[config.mk]
export PLATFORM = sky130hd
export DESIGN_NAME = burst_addr_gen
export DESIGN_NICKNAME = d
export VERILOG_FILES = /design/src/rtl/burst_gen_pkg.sv /design/src/rtl/burst_len_decode.sv /design/src/rtl/burst_beat_ctr.sv /design/src/rtl/burst_col_map.sv /design/src/rtl/burst_addr_gen.sv
export SDC_FILE = /design/constraint.sdc
export NUM_CORES = 1
export LEC_CHECK = 0
export ABC_CLOCK_PERIOD_IN_PS = 5540
export BUFFER_PORTS_ARGS = -buffer_cell sky130_fd_sc_hd__buf_2
export CORE_AREA = 2 2 55 57
export DETAILED_ROUTE_END_ITERATION = 7
export DIE_AREA = 0 0 57 59
export PLACE_DENSITY = 0.83
export SLEW_MARGIN = 5
export SYNTH_ARGS = -nofsm -noshare
export SYNTH_HDL_FRONTEND = slang
export SYNTH_SLANG_ARGS = --single-unit
[constraint.sdc]
create_clock -name clk -period 5.54 [get_ports clk]
set_input_delay 0.554 -clock clk [delete_from_list [all_inputs] [get_ports clk]]
set_output_delay 0.554 -clock clk [all_outputs]
set_load 0.01 [all_outputs]
[src/rtl/burst_gen_pkg.sv]
package burst_gen_pkg;

    typedef enum logic [1:0] {
        ST_IDLE  = 2'd0,
        ST_BURST = 2'd1,
        ST_PAGE  = 2'd2
    } seq_state_t;

    localparam int LOG_W = 5;

    typedef struct packed {
        logic [LOG_W-1:0] len_log;   // log2 of beats; COL_W for a full page
        logic             page;
        logic             xor_mode;
        logic             bad_code;
    } burst_cfg_t;

    localparam logic [2:0] CODE_L1   = 3'b000;
    localparam logic [2:0] CODE_L2   = 3'b001;
    localparam logic [2:0] CODE_L4   = 3'b010;
    localparam logic [2:0] CODE_L8   = 3'b011;
    localparam logic [2:0] CODE_PAGE = 3'b111;

endpackage

[src/rtl/burst_len_decode.sv]
module burst_len_decode
    import burst_gen_pkg::*;
#(
    parameter int COL_W = 8
) (
    input  logic [2:0]  code_i,
    input  logic        order_i,
    output burst_cfg_t  cfg_o
);

    always_comb begin
        cfg_o = '0;
        unique case (code_i)
            CODE_L1: cfg_o.len_log = LOG_W'(0);
            CODE_L2: cfg_o.len_log = LOG_W'(1);
            CODE_L4: cfg_o.len_log = LOG_W'(2);
            CODE_L8: cfg_o.len_log = LOG_W'(3);
            CODE_PAGE: begin
                cfg_o.len_log = LOG_W'(COL_W);
                cfg_o.page    = 1'b1;
            end
            default: begin
                cfg_o.len_log  = LOG_W'(0);
                cfg_o.bad_code = 1'b1;
            end
        endcase
        // interleave has no meaning over a whole row
        cfg_o.xor_mode = order_i && !cfg_o.page;
    end

endmodule

[src/rtl/burst_beat_ctr.sv]
module burst_beat_ctr #(
    parameter int COL_W = 8
) (
    input  logic             clk,
    input  logic             rst_n,
    input  logic             clear_i,
    input  logic             step_i,
    output logic [COL_W-1:0] beat_o
);

    always_ff @(posedge clk or negedge rst_n) begin
        if (!rst_n) begin
            beat_o <= '0;
        end else if (clear_i) begin
            beat_o <= '0;
        end else if (step_i) begin
            beat_o <= beat_o + COL_W'(1);
        end
    end

endmodule

[src/rtl/burst_col_map.sv]
module burst_col_map
    import burst_gen_pkg::*;
#(
    parameter int COL_W = 8
) (
    input  logic [COL_W-1:0] base_i,
    input  logic [COL_W-1:0] beat_i,
    input  logic [LOG_W-1:0] len_log_i,
    input  logic             xor_mode_i,
    output logic [COL_W-1:0] mask_o,
    output logic [COL_W-1:0] col_o
);

    logic [COL_W-1:0] summed;
    logic [COL_W-1:0] mixed;

    for (genvar g = 0; g < COL_W; g++) begin : g_mask
        assign mask_o[g] = (len_log_i > LOG_W'(g));
    end

    always_comb begin
        summed = base_i + beat_i;
        mixed  = xor_mode_i ? (base_i ^ beat_i) : summed;
        col_o  = (base_i & ~mask_o) | (mixed & mask_o);
    end

endmodule

[src/rtl/burst_addr_gen.sv]
module burst_addr_gen
    import burst_gen_pkg::*;
#(
    parameter int COL_W = 8
) (
    input  logic             clk,
    input  logic             rst_n,
    input  logic             start_i,
    input  logic             advance_i,
    input  logic             stop_i,
    input  logic [COL_W-1:0] start_col_i,
    input  logic [2:0]       len_code_i,
    input  logic             order_i,
    output logic [COL_W-1:0] col_o,
    output logic             valid_o,
    output logic             last_o,
    output logic             cfg_err_o
);

    seq_state_t       state_q, state_d;
    burst_cfg_t       cfg_new, cfg_q;
    logic [COL_W-1:0] base_q;
    logic [COL_W-1:0] beat;
    logic [COL_W-1:0] mask;
    logic             at_end;
    logic             step;

    burst_len_decode #(.COL_W(COL_W)) u_dec (
        .code_i  (len_code_i),
        .order_i (order_i),
        .cfg_o   (cfg_new)
    );

    burst_beat_ctr #(.COL_W(COL_W)) u_ctr (
        .clk     (clk),
        .rst_n   (rst_n),
        .clear_i (start_i),
        .step_i  (step),
        .beat_o  (beat)
    );

    burst_col_map #(.COL_W(COL_W)) u_map (
        .base_i     (base_q),
        .beat_i     (beat),
        .len_log_i  (cfg_q.len_log),
        .xor_mode_i (cfg_q.xor_mode),
        .mask_o     (mask),
        .col_o      (col_o)
    );

    assign at_end = (state_q == ST_BURST) && (beat == mask);
    assign step   = advance_i && !stop_i && (state_q != ST_IDLE);

    // next-state logic
    always_comb begin
        state_d = state_q;
        if (start_i) begin
            state_d = cfg_new.page ? ST_PAGE : ST_BURST;
        end else begin
            unique case (state_q)
                ST_IDLE:  state_d = ST_IDLE;
                ST_BURST: if (stop_i || (advance_i && at_end)) state_d = ST_IDLE;
                ST_PAGE:  if (stop_i) state_d = ST_IDLE;
                default:  state_d = ST_IDLE;
            endcase
        end
    end

    // state register and captured burst fields
    always_ff @(posedge clk or negedge rst_n) begin
        if (!rst_n) begin
            state_q <= ST_IDLE;
            cfg_q   <= '0;
            base_q  <= '0;
        end else begin
            state_q <= state_d;
            if (start_i) begin
                cfg_q  <= cfg_new;
                base_q <= start_col_i;
            end
        end
    end

    // outputs
    always_comb begin
        valid_o   = 1'b0;
        last_o    = 1'b0;
        unique case (state_q)
            ST_IDLE:  ;
            ST_BURST: begin
                valid_o = 1'b1;
                last_o  = at_end;
            end
            ST_PAGE:  valid_o = 1'b1;
            default:  ;
        endcase
        cfg_err_o = cfg_q.bad_code;
    end

endmodule

==> summary.md <==
| Metric | Value |
|---|---|
| Die Wd | `roughly 57 um` |
| Crit path time final | `between 3000 and 4000 ps` |
| Critical Path AT | `2540 ps` |
| Die ar. | `approximately 3400 um2` |
| Final wirelength | `3.44 mm` |
| R2R Setup Slk | `around 3500 ps` |
| WHS | `around 180 ps` |
| ANT nets after route | `0` |
| Vias in the first global route | `1375` |
| EDFF count, synth | `0` |
| Final hold vios | `0` |
| Cts-stage hold buffer count | `0` |
| Yosys warnings | `0` |
| Max cap viols | `0` |
| Crit end category | `output pin` |
| Crit start category | `register` |
| Initial core utilization | `between 50% and 60%` |
| DR vias/cell | `5.94` |
| Syn avg cell area | `a little over 9 um2` |
| # IOs | `28` |
| Grt ovf | `0` |
| Root Buffer | `clkbuf_4` |
| H-tree depth | `1` |
| Fillers | `220` |
| Reg2Reg Capture Point | `state_q[1]` |
| Num rows | `19` |
| HP Class | `input pin to async pin` |
| Post-synthesis sequential area ratio | `a little over a third` |
| Antenna cells | `0` |
| Clock Sink Count | `23` |
| Main synth FF type | `dfrtp_1` |
| Max Freq | `roughly 320 MHz` |
| # DRC | `0` |
| RSZ-0062 raised after global routing | `false` |
| Synthesized instance count | `~170` |
| Slew at the pin closest to its max-slew limit | `729 ps` |
| Drt wl/cell | `roughly 15 um` |
| Buffer count from post-CTS setup fixing | `0` |
| Core Area | `roughly 2700 um2` |
| Port Buffer Count | `27` |
| CP required | `4990 ps` |
| Chip Height | `slightly below 60 um` |
| Core Util, Final | `between 60% and 70%` |
| CP Class | `register to output pin` |
| Tcrit/Tclk final | `55.9%` |
| Outcome | `completed` |
| Max-Slew Margin vs Limit | `approximately half` |
| DRT iter0 DRCs | `43` |
| Worst path max stage delay | `around 480 ps` |
| Reg-to-reg startpoint | `cfg_q[6]` |
| Initial DRT Pass Iterations | `5` |
| Pwr/cell area | `about 200 nW/um2` |
| Number of nets in the layout | `about 230` |
| Area growth, synth to finish | `11.1%` |
| Critical-path top delay cell | `dfrtp_1` |
| P_leak | `0.812 nW` |
| Placed inst area | `1740 um2` |
| GP Congestion | `about 0.85` |
| Antenna violations before repair | `0` |
| Vias | `approximately 1400` |
| Setup_tns | `0 ps` |
| Yosys reg bits | `23` |
| Cell area after layout | `around 1800 um2` |
| Worst VDD drop | `0.158 mV` |
| Clock Skew | `around 6.2 ps` |
| CTS Buffer Depth | `2` |
| Cells on worst reg2reg path | `5` |
| Post-cts gate resize count | `0` |
| Fin. max-slew vios | `0` |
| GRT Overall Usage | `23.1%` |
| CTS Buf Count | `3` |
| Final Worst Setup Slack | `roughly 2400 ps` |
| Ordered list of cells on the worst path | `ha_1 > a21o_1 > a311oi_2 > a211o_1 > nand4_1 > a311o_1 > buf_2` |
| Clk slew on worst S/H paths | `~130 ps` |
| Layout cells sized above 1 | `between 10% and 20%` |
| Mapped Area | `around 1600 um2` |
| Crit Path Max Fanout | `7` |
| CTS tree | `done` |
| Largest net degree at the start of global routing | `29` |
| Worst-Skew Late Latency | `320 ps` |
| Mapped Nets | `between 200 and 250` |
| Count of endpoints failing setup in the final report | `0` |
| Async set or reset register ratio after synthesis | `between 90% and 100%` |
| Yosys cell types | `between 40 and 50` |
| Final HPWL DP | `2.52 mm` |
| First-pass GRT wire length | `between 5 and 6 mm` |
| Pre-CTS setup slack | `around 2800 ps` |
[logic make-up after synthesis]
group	Yosys count	share of synthesized area [%]
and+or+nand+nor	65	20.8
xor gates and xnor gates	11	6.05
muxes	11	7.62
DFF	23	36.1
buffers and inverters	15	3.61
AOI/OAI and AO/OA	37	15.9
adders and majority gates	12	9.90
[Yosys cell counts, types with 3 or more instances]
cell type  count  area share (%)
dfrtp_1       23              36
nor2_1        21             4.9
ha_1          11             8.6
nand2_1       11             2.6
inv_1          8             1.9
mux2_1         7             4.9
nand3_1        7             2.2
o21ai_0        7             2.2
o21ai_1        7             2.2
a21oi_1        6             1.9
xor2_1         6             3.3
xnor2_1        5             2.7
clkbuf_1       4            0.94
nand4_1        4             1.6
a211o_1        3             1.6
nor2b_1        3             1.2
nor3_1         3            0.94
or3_1          3             1.2
[layout make-up]
type | instances | area [um2] | share of cell area, %
Clock buffer | 4 | 26.3 | 1.49
Inverter | 9 | 33.8 | 1.91
Multi-Input combinational cell | 136 | 960 | 54.2
Sequential cell | 23 | 576 | 32.5
Tap cell | 31 | 38.8 | 2.19
Timing Repair Buffer | 27 | 135 | 7.64
[layer usage]
layer | wire length [um] | GRT usage (%)
met2 | 1750 | 42.2
met1 | 1520 | 27.6
met3 | 117 | 2.62
met4 | 52 | 9.97
met5 | 0 | 0
[per-stage QoR]
step,instances,total power [W]
floorplan,174,0.000249
global placement,226,0.000276
detailed placement,226,0.000281
CTS,230,0.000361
global route,230,0.000379
finish,230,0.000359
[worst max path at each step]
| stage | from | end | slack [ps] |
|---|---|---|---|
| 2_1_floorplan | u_ctr.beat_o[1] | col_o[7] | 3120 |
| 3_3_place_gp | u_ctr.beat_o[1] | col_o[7] | 2940 |
| 3_5_place_dp | u_ctr.beat_o[1] | col_o[7] | 2840 |
| 4_1_cts | u_ctr.beat_o[1] | col_o[7] | 2460 |
| 5_1_grt | u_ctr.beat_o[1] | col_o[7] | 2310 |
| 6_report | u_ctr.beat_o[1] | col_o[7] | 2450 |
[flip-flops by register name, summed over array words and instances (netlist names)]
| signal | cells |
|---|---|
| state_q | 2 |
| cfg_q | 4 |
| cfg_err_o | 1 |
| u_ctr.beat_o | 8 |
| base_q | 8 |
[worst max-delay path: cells and delay by family (launching register included)]
kind            cells  cell delay (ps)
compound gates      4             1180
fa+ha+maj           1              330
buf+inv             1              140
flops               1              480
simple gates        1              100
[where the power goes]
part	total (W)	switching [W]	internal [W]	leakage, nW
clock network	0.0000811	0.0000528	0.0000282	0.0150
registers	0.000193	0.0000147	0.000178	0.295
logic	0.0000849	0.0000453	0.0000395	0.502
total	0.000359	0.000113	0.000246	0.812
[placed cells by master (no fill, tap or decap), types with 5 or more instances in the layout]
cell type   n
buf_2      27
dfrtp_1    23
nor2_1     21
nand2_1    11
ha_1       11
inv_1       8
o21ai_1     7
nand3_1     7
o21ai_0     7
mux2_1      7
a21oi_1     6
xor2_1      6
xnor2_1     5
Power figures use the tool's default switching activity.
